==> src/rtl/sio_cfg_pkg.sv <==
package sio_cfg_pkg;

  localparam int DATA_W   = 8;
  localparam int STRAP_W  = 5;
  localparam int NUM_REGS = 3;
  localparam int REG_SEL_ENABLE = 0;
  localparam int REG_SEL_ADDR   = 1;
  localparam int REG_SEL_POWER  = 2;
  localparam int LOCK_BIT       = 6;
  localparam logic [DATA_W-1:0] ID_BYTE_FIRST  = 8'h88;
  localparam logic [DATA_W-1:0] ID_BYTE_SECOND = 8'h00;

  typedef enum logic [1:0] {
    ID_FIRST  = 2'd0,
    ID_SECOND = 2'd1,
    ID_DONE   = 2'd2
  } idPhase_t;

  // strobes from control to datapath, one access per cycle per port
  typedef struct packed {
    logic     idxWr;
    logic     dataWr;
    logic     idxRd;
    logic     dataRd;
    idPhase_t phase;
  } ctrlStrobes_t;

  function automatic logic [DATA_W-1:0] enableDefault(input logic [STRAP_W-1:0] s);
    logic [DATA_W-1:0] v;
    case (s) inside
      [5'd0:5'd5]:   v = 8'h4F;
      [5'd6:5'd11]:  v = 8'h4B;
      [5'd12:5'd15]: v = 8'h0F;
      [5'd16:5'd19]: v = 8'h49;
      [5'd20:5'd23]: v = 8'h07;
      [5'd24:5'd29]: v = 8'h47;
      5'd30:         v = 8'h08;
      default:       v = 8'h00;
    endcase
    return v;
  endfunction

  function automatic logic [DATA_W-1:0] addrDefault(input logic [STRAP_W-1:0] s);
    logic [DATA_W-1:0] v;
    case (s)
      5'd0:  v = 8'h10;  5'd1:  v = 8'h11;  5'd2:  v = 8'h11;  5'd3:  v = 8'h39;
      5'd4:  v = 8'h24;  5'd5:  v = 8'h38;  5'd6:  v = 8'h00;  5'd7:  v = 8'h01;
      5'd8:  v = 8'h01;  5'd9:  v = 8'h09;  5'd10: v = 8'h08;  5'd11: v = 8'h08;
      5'd12: v = 8'h10;  5'd13: v = 8'h11;  5'd14: v = 8'h39;  5'd15: v = 8'h24;
      5'd16: v = 8'h00;  5'd17: v = 8'h01;  5'd18: v = 8'h01;  5'd19: v = 8'h00;
      5'd20: v = 8'h10;  5'd21: v = 8'h11;  5'd22: v = 8'h39;  5'd23: v = 8'h24;
      5'd24: v = 8'h10;  5'd25: v = 8'h11;  5'd26: v = 8'h11;  5'd27: v = 8'h39;
      5'd28: v = 8'h24;  5'd29: v = 8'h38;  5'd30: v = 8'h10;  default: v = 8'h10;
    endcase
    return v;
  endfunction

  function automatic logic [DATA_W-1:0] powerDefault(input logic [STRAP_W-1:0] s);
    return (s == 5'd31) ? 8'h02 : 8'h00;
  endfunction

  function automatic logic [DATA_W-1:0] strapDefault(input int regSel,
                                                     input logic [STRAP_W-1:0] s);
    case (regSel)
      REG_SEL_ENABLE: return enableDefault(s);
      REG_SEL_ADDR:   return addrDefault(s);
      REG_SEL_POWER:  return powerDefault(s);
      default:        return '0;
    endcase
  endfunction

endpackage

==> src/rtl/sio_cfg_ctrl.sv <==
module sio_cfg_ctrl
  import sio_cfg_pkg::*;
(
  input  logic         clk,
  input  logic         rst,
  input  logic         addrLsb,
  input  logic         chipSel,
  input  logic         rdStrobe,
  input  logic         wrStrobe,
  output ctrlStrobes_t strobes
);

  idPhase_t phase;
  logic     idxWr, idxRd;

  assign idxWr = chipSel && wrStrobe && !addrLsb;
  assign idxRd = chipSel && rdStrobe && !addrLsb;

  // identification step: an index write ends it at once
  always_ff @(posedge clk) begin
    if (rst) begin
      phase <= ID_FIRST;
    end else if (idxWr) begin
      phase <= ID_DONE;
    end else if (idxRd) begin
      case (phase)
        ID_FIRST:  phase <= ID_SECOND;
        ID_SECOND: phase <= ID_DONE;
        default:   phase <= ID_DONE;
      endcase
    end
  end

  always_comb begin
    strobes.idxWr  = idxWr;
    strobes.idxRd  = idxRd;
    strobes.dataWr = chipSel && wrStrobe && addrLsb;
    strobes.dataRd = chipSel && rdStrobe && addrLsb;
    strobes.phase  = phase;
  end

endmodule

==> src/rtl/sio_cfg_datapath.sv <==
module sio_cfg_datapath
  import sio_cfg_pkg::*;
#(
  parameter int REG_COUNT = NUM_REGS,
  parameter int LOCK_POS  = LOCK_BIT,
  parameter int LOCK_REG  = REG_SEL_POWER
) (
  input  logic                          clk,
  input  logic                          rst,
  input  ctrlStrobes_t                  strobes,
  input  logic [DATA_W-1:0]             wrData,
  input  logic [STRAP_W-1:0]            strap,
  output logic [DATA_W-1:0]             rdData,
  output logic [REG_COUNT*DATA_W-1:0]   regsFlat
);

  localparam logic [DATA_W-1:0] LAST_IDX = DATA_W'(REG_COUNT);

  logic [DATA_W-1:0] selIndex;
  logic [DATA_W-1:0] regBank [REG_COUNT];
  logic              inRange, locked, writeOk;
  logic [DATA_W-1:0] readValue;
  logic [DATA_W-1:0] selValue;

  assign inRange = selIndex < LAST_IDX;
  assign locked  = regBank[LOCK_REG][LOCK_POS];
  assign writeOk = strobes.dataWr && inRange && !locked;

  always_ff @(posedge clk) begin
    if (rst)                selIndex <= '0;
    else if (strobes.idxWr) selIndex <= wrData;
  end

  for (genvar g = 0; g < REG_COUNT; g++) begin : gReg
    localparam logic [DATA_W-1:0] MY_IDX = DATA_W'(g);
    always_ff @(posedge clk) begin
      if (rst)                                 regBank[g] <= strapDefault(g, strap);
      else if (writeOk && selIndex == MY_IDX)  regBank[g] <= wrData;
    end
    assign regsFlat[g*DATA_W +: DATA_W] = regBank[g];
  end

  always_comb begin
    selValue = '0;
    for (int i = 0; i < REG_COUNT; i++) begin
      if (selIndex == DATA_W'(i)) selValue = regBank[i];
    end
  end

  always_comb begin
    if (strobes.idxRd) begin
      case (strobes.phase)
        ID_FIRST:  readValue = ID_BYTE_FIRST;
        ID_SECOND: readValue = ID_BYTE_SECOND;
        default:   readValue = selIndex;
      endcase
    end else begin
      readValue = inRange ? selValue : '0;
    end
  end

  always_ff @(posedge clk) begin
    if (rst)                                    rdData <= '0;
    else if (strobes.idxRd || strobes.dataRd)   rdData <= readValue;
  end

endmodule

==> src/rtl/sio_cfg_port.sv <==
module sio_cfg_port
  import sio_cfg_pkg::*;
(
  input  logic               clk,
  input  logic               rst,
  input  logic               addrLsb,
  input  logic               chipSel,
  input  logic               rdStrobe,
  input  logic               wrStrobe,
  input  logic [DATA_W-1:0]  wrData,
  input  logic [STRAP_W-1:0] strap,
  output logic [DATA_W-1:0]  rdData,
  output logic [DATA_W-1:0]  enableReg,
  output logic [DATA_W-1:0]  addrReg,
  output logic [DATA_W-1:0]  powerReg
);

  ctrlStrobes_t                 strobes;
  logic [NUM_REGS*DATA_W-1:0]   regsFlat;

  sio_cfg_ctrl u_ctrl (
    .clk      (clk),
    .rst      (rst),
    .addrLsb  (addrLsb),
    .chipSel  (chipSel),
    .rdStrobe (rdStrobe),
    .wrStrobe (wrStrobe),
    .strobes  (strobes)
  );

  sio_cfg_datapath #(
    .REG_COUNT (NUM_REGS),
    .LOCK_POS  (LOCK_BIT),
    .LOCK_REG  (REG_SEL_POWER)
  ) u_dp (
    .clk      (clk),
    .rst      (rst),
    .strobes  (strobes),
    .wrData   (wrData),
    .strap    (strap),
    .rdData   (rdData),
    .regsFlat (regsFlat)
  );

  assign enableReg = regsFlat[REG_SEL_ENABLE*DATA_W +: DATA_W];
  assign addrReg   = regsFlat[REG_SEL_ADDR*DATA_W   +: DATA_W];
  assign powerReg  = regsFlat[REG_SEL_POWER*DATA_W  +: DATA_W];

endmodule

==> config.mk <==
export PLATFORM = sky130hd
export DESIGN_NAME = sio_cfg_port
export DESIGN_NICKNAME = d
export VERILOG_FILES = /design/src/rtl/sio_cfg_pkg.sv /design/src/rtl/sio_cfg_ctrl.sv /design/src/rtl/sio_cfg_datapath.sv /design/src/rtl/sio_cfg_port.sv
export SDC_FILE = /design/constraint.sdc
export NUM_CORES = 1
export LEC_CHECK = 0
export ABC_AREA = 1
export BUFFER_PORTS_ARGS = -buffer_cell sky130_fd_sc_hd__buf_2
export CAP_MARGIN = 20
export CORE_MARGIN = 1.5
export CORE_UTILIZATION = 50
export CTS_CLUSTER_DIAMETER = 80
export DETAILED_ROUTE_END_ITERATION = 7
export PLACE_DENSITY = 0.8
export SYNTH_ARGS = -nofsm -noshare
export SYNTH_HDL_FRONTEND = slang
export SYNTH_SLANG_ARGS = --single-unit
export TNS_END_PERCENT = 50
==> constraint.sdc <==
create_clock -name clk -period 6 [get_ports clk]
set_clock_uncertainty 0.2 [all_clocks]
set_input_delay 0.6 -clock clk [delete_from_list [all_inputs] [get_ports clk]]
set_output_delay 0.6 -clock clk [all_outputs]
set_load 0.005 [all_outputs]
Yosys cells after proc, flatten, opt, wreduce, memory -nomap -nowiden
Memories as Yosys holds them, arrays and structs flattened. Cells that the tools add are included.

Memory bits (writable): 24. Memories kept: 2. Flip-flop bits (word level): 18. Word-level logic and storage cells: 85. Bits of input ports: 19. Bits in read-only memories: 160.

Memories: (no name shown) (words 32, bits a word 5, rd ports 1, clocked after memory_dff 0, write ports 0, RTL line sio_cfg_pkg.sv:45) `case (s)`; u_dp.regBank (words 3, bits a word 8, rd ports 3, clocked after memory_dff 0, write ports 3, RTL line sio_cfg_datapath.sv:20) `logic [DATA_W-1:0] regBank [REG_COUNT];`.

Magnitude comparators: 13. Reductions and logical operators: 24. Equal/unequal tests: 5. Mux-type cells: 34. Bitwise operators: 3.

Operator list (count): $mux W8 (17); $logic_and A1 B1 Y1 (17); $pmux W8 S2 (1); $ge A5 B5 Y1 const B (3); $le A5 B5 Y1 const B (3); $mux W1 (11); $eq A5 B5 Y1 const B (2); $le A5 B4 Y1 const B (2); $eq A8 B1 Y1 const B (1); $eq A8 B2 Y1 const B (1); $logic_not A8 Y1 (1); $lt A8 B2 Y1 const B (1); $mux W2 (4); $ge A5 B1 Y1 const B (1); $ge A5 B3 Y1 const B (1); $ge A5 B4 Y1 const B (1); $le A5 B3 Y1 const B (1); $mux W4 (1); $or A1 B1 Y1 (3); $eq A2 B1 Y1 const B (1); $logic_not A1 Y1 (2); $logic_not A2 Y1 (1); $reduce_bool A2 Y1 (1); $reduce_or A2 Y1 (1); $logic_or A1 B1 Y1 (1).

Depth between registers and ports, before layout
Gate-level depths: netlist of run 1.

Depth in word-level cells: 10. Mapped depth: 10.

Cells and area by module
From an unflattened synthesis of run 1, not the netlist that was laid out.

Cells, all modules: 357. Area total of the unflattened synthesis: 2655.0 um^2.

By module, submodules not included: sio_cfg_datapath (area each 2503.7 um^2, times used 1, cells an instance 334); sio_cfg_ctrl (area each 151.4 um^2, times used 1, cells an instance 23).

Worst setup path after synthesis of run 1
Ideal clock, no wire load.

Path kind: input to register. Start: input wrStrobe. End: memory u_dp.regBank[0][0], enable pin. Setup time: 387 ps. Arrival: 1740 ps. Path buffers: 0. Stages on the path: 4. Slack: 3673 ps. Cells stage by stage: nand2_1 -> nor3_4 -> nand2_1 -> o31ai_1.

RTL lines: start: declaration (RTL line sio_cfg_port.sv:9) `input logic wrStrobe,`; end: declaration (RTL line sio_cfg_datapath.sv:20).

==> key figures, run 1 <==
CTS
  – Clk root buf: clkbuf_8
  – Clk slew on worst S/H paths: 0.08 ns
  – Clk_lat worst skew: 0.30 ns
  – Cts hold-fix bufs: 0
  – Setup Fix Bufs, Post-CTS: 0
  – Clock Path Buffers: 2
  – Clock sink count: 42
  – Post-CTS resize count: 0
  – CTS tree: built
  – Num CTS Buffers: 5
  – H-Tree Depth: 2

Detailed routing
  – Initial DRC Count: 129
  – DR vias/cell: 5.690
  – Total routed wirelength: 5984 µm
  – Initial DRT Pass Iterations: 6
  – WL/cell: 15.19 µm
  – # DRC: 0
  – Routed Antenna Nets: 0
  – Vias: 2242

STA
  – Hold Violations, Final: 0
  – Final period utilization: 39.38%
  – Final slew viol count: 0
  – RSZ-0062 raised after global routing: no
  – Min cycle time layout: 2.363 ns
  – Setup TNS: 0 ns
  – Least-Margin Pin Slew: 0.8444 ns
  – Slew Limit Headroom: 43.50%
  – Final count of negative-setup-slack endpoints: 0
  – Fmax achieved: 423.2 MHz

Global routing
  – First-pass GRT wire length: 9328 µm
  – Vias in the first global route: 1987
  – GRT Overall Usage: 23.85%
  – Gr ovfl total: 0
  – Antenna violations before repair: 0
  – Largest net degree at the start of global routing: 24

Power and ir drop
  – Maximum VDD drop: 88.76 µV
  – Power per cell area: 232.4 mW/mm²
  – P_leak: 0.001299 µW

Cells and area
  – Final core occ: 61.06%
  – Share of cells above drive strength 1: 23.39%
  – Antenna diodes: 0
  – Fill count: 402
  – Final #Nets: 366
  – Area grow syn2layout: 15.50%

Worst setup path
  – Critical path's top delay family: compound AO/OA/AOI/OAI gates
  – Cell Chain, Critical Path: nor3_4, nand2_1, o31ai_1, buf_4
  – RR Endpoint: u_dp.regBank[0][1]
  – Worst R2R Start: u_dp.regBank[2][6]
  – R2R cell count: 4
  – Setup crit start kind: register
  – Setup crit end kind: register
  – Arrival time worst endpoint: 2.18 ns
  – Buf+Inv Stages, Crit Path: 1
  – R2r setup slk: 3.64 ns
  – CP Max Fanout: 5
  – CP endpoint: u_dp.regBank[0][1]
  – Worst setup path start: u_dp.regBank[2][6]
  – Crit path largest cell delay: 0.65 ns
  – CP max-delay cell: o31ai_1
  – Critical Setup Path Class: register to register
  – CP Depth: 4
  – Required time worst endpoint: 5.81 ns

Place
  – GP Congestion: 0.8744
  – Post-detail-place hpwl: 4530 µm
  – I/O Buffers: 50

Floorplanning
  – Die W: 71.55 µm
  – Starting Density: 52.87%
  – Core box area: 0.004444 mm²
  – Num ports: 51
  – Cell Rows: 24
  – Die footprint: 0.005119 mm²
  – Die height: 71.55 µm

Logic synthesis
  – Sequential fraction of the synthesis area: 46.01%
  – Synth Net Count: 314
  – Post-Synthesis Cells: 289
  – Mapped Area: 0.002350 mm²
  – Yosys warns: 0
  – Yosys reg bits: 42
  – Syn Area/Cell: 8.131 µm²
  – Count of cell types in the netlist: 31

Run status
  – Status: finished, final reports clean

Min path
  – Worst min-delay path category: input port to register

Job
  – Max-cap viol count: 0
==> power by group <==
part           internal (µW)  total (µW)  switching, µW
clock                   80.7         178           97.1
combinational           42.5         118           75.0
sequential               323         335           12.1
total                    447         631            184
==> flip-flops by register name, summed over array words and instances, names as in the netlist <==
name	cells
u_dp.regBank	24
u_ctrl.phase	2
u_dp.rdData	8
u_dp.selIndex	8
==> worst register-to-register path, delay by kind of cell (launching register included) <==
kind / cells / cell delay [ns]
compound gates: 1 / 0.65
simple gates: 2 / 0.48
flops: 1 / 0.46
buf+inv: 1 / 0.28
==> how the worst min path moves through the flow <==
stage                        start             end  slack (ns)  cells past startpoint
detailed placement  u_dp.rdData[7]  u_dp.rdData[7]        0.25                      2
finish                         rst  u_dp.rdData[7]        0.25                      2
global route                   rst  u_dp.rdData[7]        0.28                      2
CTS                            rst  u_dp.rdData[7]        0.25                      2
global placement    u_dp.rdData[7]  u_dp.rdData[7]        0.25                      2
floorplan           u_dp.rdData[7]  u_dp.rdData[7]        0.26                      2
==> per-stage QoR <==
stage / cells / hold WS (ns) / area, µm² / total power, µW / setup WS [ns]
floorplan: 289 / 0.2557 / 2350 / 413.7 / 3.673
global placement: 384 / 0.2461 / 2619 / 453.4 / 3.175
detailed placement: 385 / 0.2539 / 2626 / 456.8 / 3.312
CTS: 393 / 0.2531 / 2709 / 632.3 / 3.595
global route: 394 / 0.2762 / 2714 / 656.1 / 3.497
finish: 394 / 0.2545 / 2714 / 630.8 / 3.637
==> cells by family after synthesis <==
logic type      after synthesis  synth area share, %
fa+ha+maj                     6                3.195
compound gates               69                16.35
simple gates                131                26.89
flops                        42                46.01
buf+inv                      41                7.561
==> Yosys cell counts <==
| cell | instances | area, µm² |
|---|---|---|
| nand2_1 | 53 | 198.9 |
| nor2_1 | 35 | 131.4 |
| inv_1 | 31 | 116.4 |
| a21oi_1 | 30 | 150.1 |
| edfxtp_1 | 24 | 720.7 |
| o21ai_0 | 24 | 120.1 |
| nand3_1 | 22 | 110.1 |
| dfxtp_1 | 18 | 360.4 |
| ha_1 | 6 | 75.07 |
| o211ai_1 | 5 | 37.54 |
| nor2_2 | 4 | 25.02 |
| nor2_4 | 4 | 45.04 |
| a31oi_1 | 3 | 18.77 |
| clkbuf_1 | 3 | 11.26 |
| nand4_2 | 3 | 37.54 |
| nor3_1 | 3 | 15.01 |
| a22oi_1 | 2 | 15.01 |
| buf_4 | 2 | 15.01 |
| buf_6 | 2 | 22.52 |
| inv_2 | 2 | 7.510 |
| nand2_2 | 2 | 12.51 |
| or2_2 | 2 | 12.51 |
| a41oi_2 | 1 | 16.27 |
| buf_2 | 1 | 5.000 |
| nand4_4 | 1 | 21.27 |
| nor3_4 | 1 | 16.27 |
| o21a_1 | 1 | 7.510 |
| o21ai_1 | 1 | 5.000 |
| o22ai_1 | 1 | 6.260 |
| o31ai_1 | 1 | 7.510 |
| or2_1 | 1 | 6.260 |
==> layout by cell type, fill, tap and decap left out, drive strengths merged, types with 2 or more instances in the layout <==
cell type and n:
nand2 55, o211ai 5, nor3 4, nand3 22
ha 6, a21oi 30, a22oi 2, or2 3
inv 33, nand4 4, clkinv 2, edfxtp 24
o21ai 25, nor2 43, buf 52, clkbuf 7
dfxtp 18, a31oi 3
==> layout make-up <==
cell class / instances / area (µm²) / share of cell area (%)
well taps: 52 / 65.06 / 2.397
clock buffers: 6 / 72.57 / 2.674
multi-input cells: 206 / 1091 / 40.20
flip-flops and latches: 42 / 1081 / 39.83
clock inverters: 2 / 10.01 / 0.3688
inverters: 33 / 123.9 / 4.564
repair buffers: 53 / 270.3 / 9.959
==> layer usage <==
layer	global-route usage (%)	share of wire, %
met1	28.11	41
met2	42.26	51
met3	4.219	5.9
met4	11.11	2.7
met5	0	0
Note: power is estimated with default switching activity, not from simulation.
==> run 2, diff against run 1 <==
==> constraint.sdc (replaced) <==
create_clock -name clk -period 2.3 [get_ports clk]
set_clock_uncertainty 0.2 [all_clocks]
set_input_delay 0.23 -clock clk [delete_from_list [all_inputs] [get_ports clk]]
set_output_delay 0.23 -clock clk [all_outputs]
set_load 0.005 [all_outputs]
==> key figures, run 2 (synthesis results as in run 1) <==
STA
  – Final slew viol count: 0 (unchanged)
  – Fmax achieved: 496.6 MHz
  – RSZ-0062 raised after global routing: no
  – Slew Limit Headroom: 67.85% (+24 points)
  – Min cycle time layout: 2.014 ns
  – Hold Violations, Final: 0 (unchanged)
  – Final period utilization: 87.55%
  – Final count of negative-setup-slack endpoints: 0 (unchanged)
  – Least-Margin Pin Slew: 0.4786 ns (-0.3658 ns)
  – Setup TNS: 0 ns (unchanged)

Worst setup path
  – Cell Chain, Critical Path: dlygate4sd3_1, buf_2, inv_1, nand4_2, inv_1, a22oi_1
  – Required time worst endpoint: 2.15 ns (-3.66 ns)
  – Setup crit end kind: register
  – CP max-delay cell: dlygate4sd3_1
  – Crit path largest cell delay: 0.53 ns (-0.12 ns)
  – Critical path's top delay family: buffers and inverters
  – Critical Setup Path Class: input port to register
  – CP most frequent cell: inv_1
  – Buf+Inv Stages, Crit Path: 4 (+3)
  – CP Max Fanout: 11 (+6)
  – Arrival time worst endpoint: 1.87 ns (-0.31 ns)
  – Setup crit start kind: input port

Run status
  – Status: finished, final reports clean

Floorplanning
  – Die footprint: 0.005119 mm² (unchanged)
  – Cell Rows: 24 (unchanged)
  – Die W: 71.55 µm (unchanged)
  – Die height: 71.55 µm (unchanged)
  – Core box area: 0.004444 mm² (unchanged)
  – Num ports: 51 (unchanged)
  – Starting Density: 52.87% (unchanged)

Cells and area
  – Leading cell type in the layout, fill and taps excluded: nand2_1
  – Area grow syn2layout: 18.00%
  – Largest reg by FF count: u_dp.regBank
  – Commonest non-fill, non-tap cells in the layout: 53 x nand2_1, 50 x buf_2, 35 x nor2_1, 31 x inv_1, 30 x a21oi_1
  – Final #Nets: 372 (+1.6%)
  – Fill count: 418 (+4.0%)
  – Biggest regs: u_dp.regBank: 24 flops, u_dp.rdData: 8 flops, u_dp.selIndex: 8 flops
  – Antenna diodes: 0 (unchanged)
  – Max reg flops: 24 (unchanged)
  – Fin area: 0.002773 mm² (+2.2%)
  – Share of cells above drive strength 1: 24.43% (+1.0 points)

Power and ir drop
  – Power per cell area: 607.9 mW/mm² (+160%)
  – Sw Ratio: 28.49% (-0.71 points)
  – NetSw: 480.2 µW (+160%)
  – Seq pwr share: 52.0% (-1.2 points)
  – Overall power: 1686 µW (+170%)
  – Clock power share: 29.3% (+1.1 points)
  – P_leak: 0.001331 µW (+2.4%)
  – Logic pwr share: 18.7% (about the same)
  – Internal power: 1205 µW (+170%)
  – Maximum VDD drop: 285.2 µV (+220%)

Place
  – I/O Buffers: 50 (unchanged)
  – Post-detail-place hpwl: 4573 µm (+0.95%)
  – GP Congestion: 0.8921 (+2.0%)
  – Area of placed instances: 0.002671 mm² (+1.7%)

Detailed routing
  – Routed Antenna Nets: 0 (unchanged)
  – Total routed wirelength: 5965 µm (-0.32%)
  – Initial DRC Count: 179 (+39%)
  – # DRC: 0 (unchanged)
  – Vias: 2189 (-2.4%)
  – WL/cell: 14.91 µm (-1.8%)
  – Initial DRT Pass Iterations: 6 (unchanged)
  – DR vias/cell: 5.473 (-3.8%)

Global routing
  – First-pass GRT wire length: 9411 µm (+0.89%)
  – Vias in the first global route: 1971 (-0.81%)
  – Antenna violations before repair: 0 (unchanged)
  – Largest net degree at the start of global routing: 17 (-29%)
  – Gr ovfl total: 0 (unchanged)
  – GRT Overall Usage: 24.40% (+0.55 points)

CTS
  – Clock sink count: 42 (unchanged)
  – H-Tree Depth: 2 (unchanged)
  – Clk slew on worst S/H paths: 0.08 ns (about the same)
  – Post-CTS resize count: 0 (unchanged)
  – Setup Fix Bufs, Post-CTS: 0 (unchanged)
  – Clk_lat worst skew: 0.30 ns (about the same)
  – Clock Path Buffers: 2 (unchanged)
  – Clk root buf: clkbuf_8
  – Cts hold-fix bufs: 1 (+1)
  – Num CTS Buffers: 5 (unchanged)
  – CTS tree: built

Min path
  – Worst min-delay path category: input port to register

Job
  – Max-cap viol count: 0 (unchanged)
[run 2: per-stage QoR]
stage                     hold WS [ns]  util, %  cells  setup slack, ns
after floorplan                0.09907        -    289           0.1654
after global placement          0.2018    60.11    391           0.4319
after detailed placement        0.2038    60.11    391           0.3610
after CTS                      0.01454    62.39    400           0.2972
after global routing           0.03367    62.39    400           0.2099
final                          0.01580    62.39    400           0.2863
[run 2: final timing paths]
path,from,slack (ns),cells past startpoint,to
worst max-delay path,rst,0.29,6,u_dp.regBank[0][2]
worst min-delay path,wrData[7],0.02,3,u_dp.selIndex[7]
worst max register to register,u_dp.regBank[2][6],0.43,4,u_dp.regBank[0][7]
worst min register to register,u_dp.rdData[7],0.26,2,u_dp.rdData[7]
[run 2: power groups by stage]
stage	combinational, µW	sequential (µW)	clock (µW)
after floorplan	191	888	0
after global placement	305	891	0
after detailed placement	311	893	0
after CTS	314	876	501
after global routing	350	880	529
final	316	876	494
[run 2: worst register-to-register path, cell delays in order, from the launching register on]
cell and delay, ns:
edfxtp_1 0.45, nor3_4 0.34, nand2_1 0.14, o31ai_1 0.23, buf_4 0.22
[run 2: routing by layer]
metal	GRT usage, %	vias to the layer above	wire [µm]
li1	-	1088	-
met2	42.99	75	3034
met4	7.547	0	77
met3	4.641	5	386
met5	0	-	0
met1	30.42	1021	2466
[run 2: area by class of cell]
cell class,instances,area [µm²],area share (%)
clock buffers,7,86.33,3.114
well taps,52,65.06,2.347
clock inverters,1,5.005,0.1805
repair buffers,59,320.3,11.55
multi-input cells,206,1091,39.35
flip-flops and latches,42,1081,38.99
inverters,33,123.9,4.468
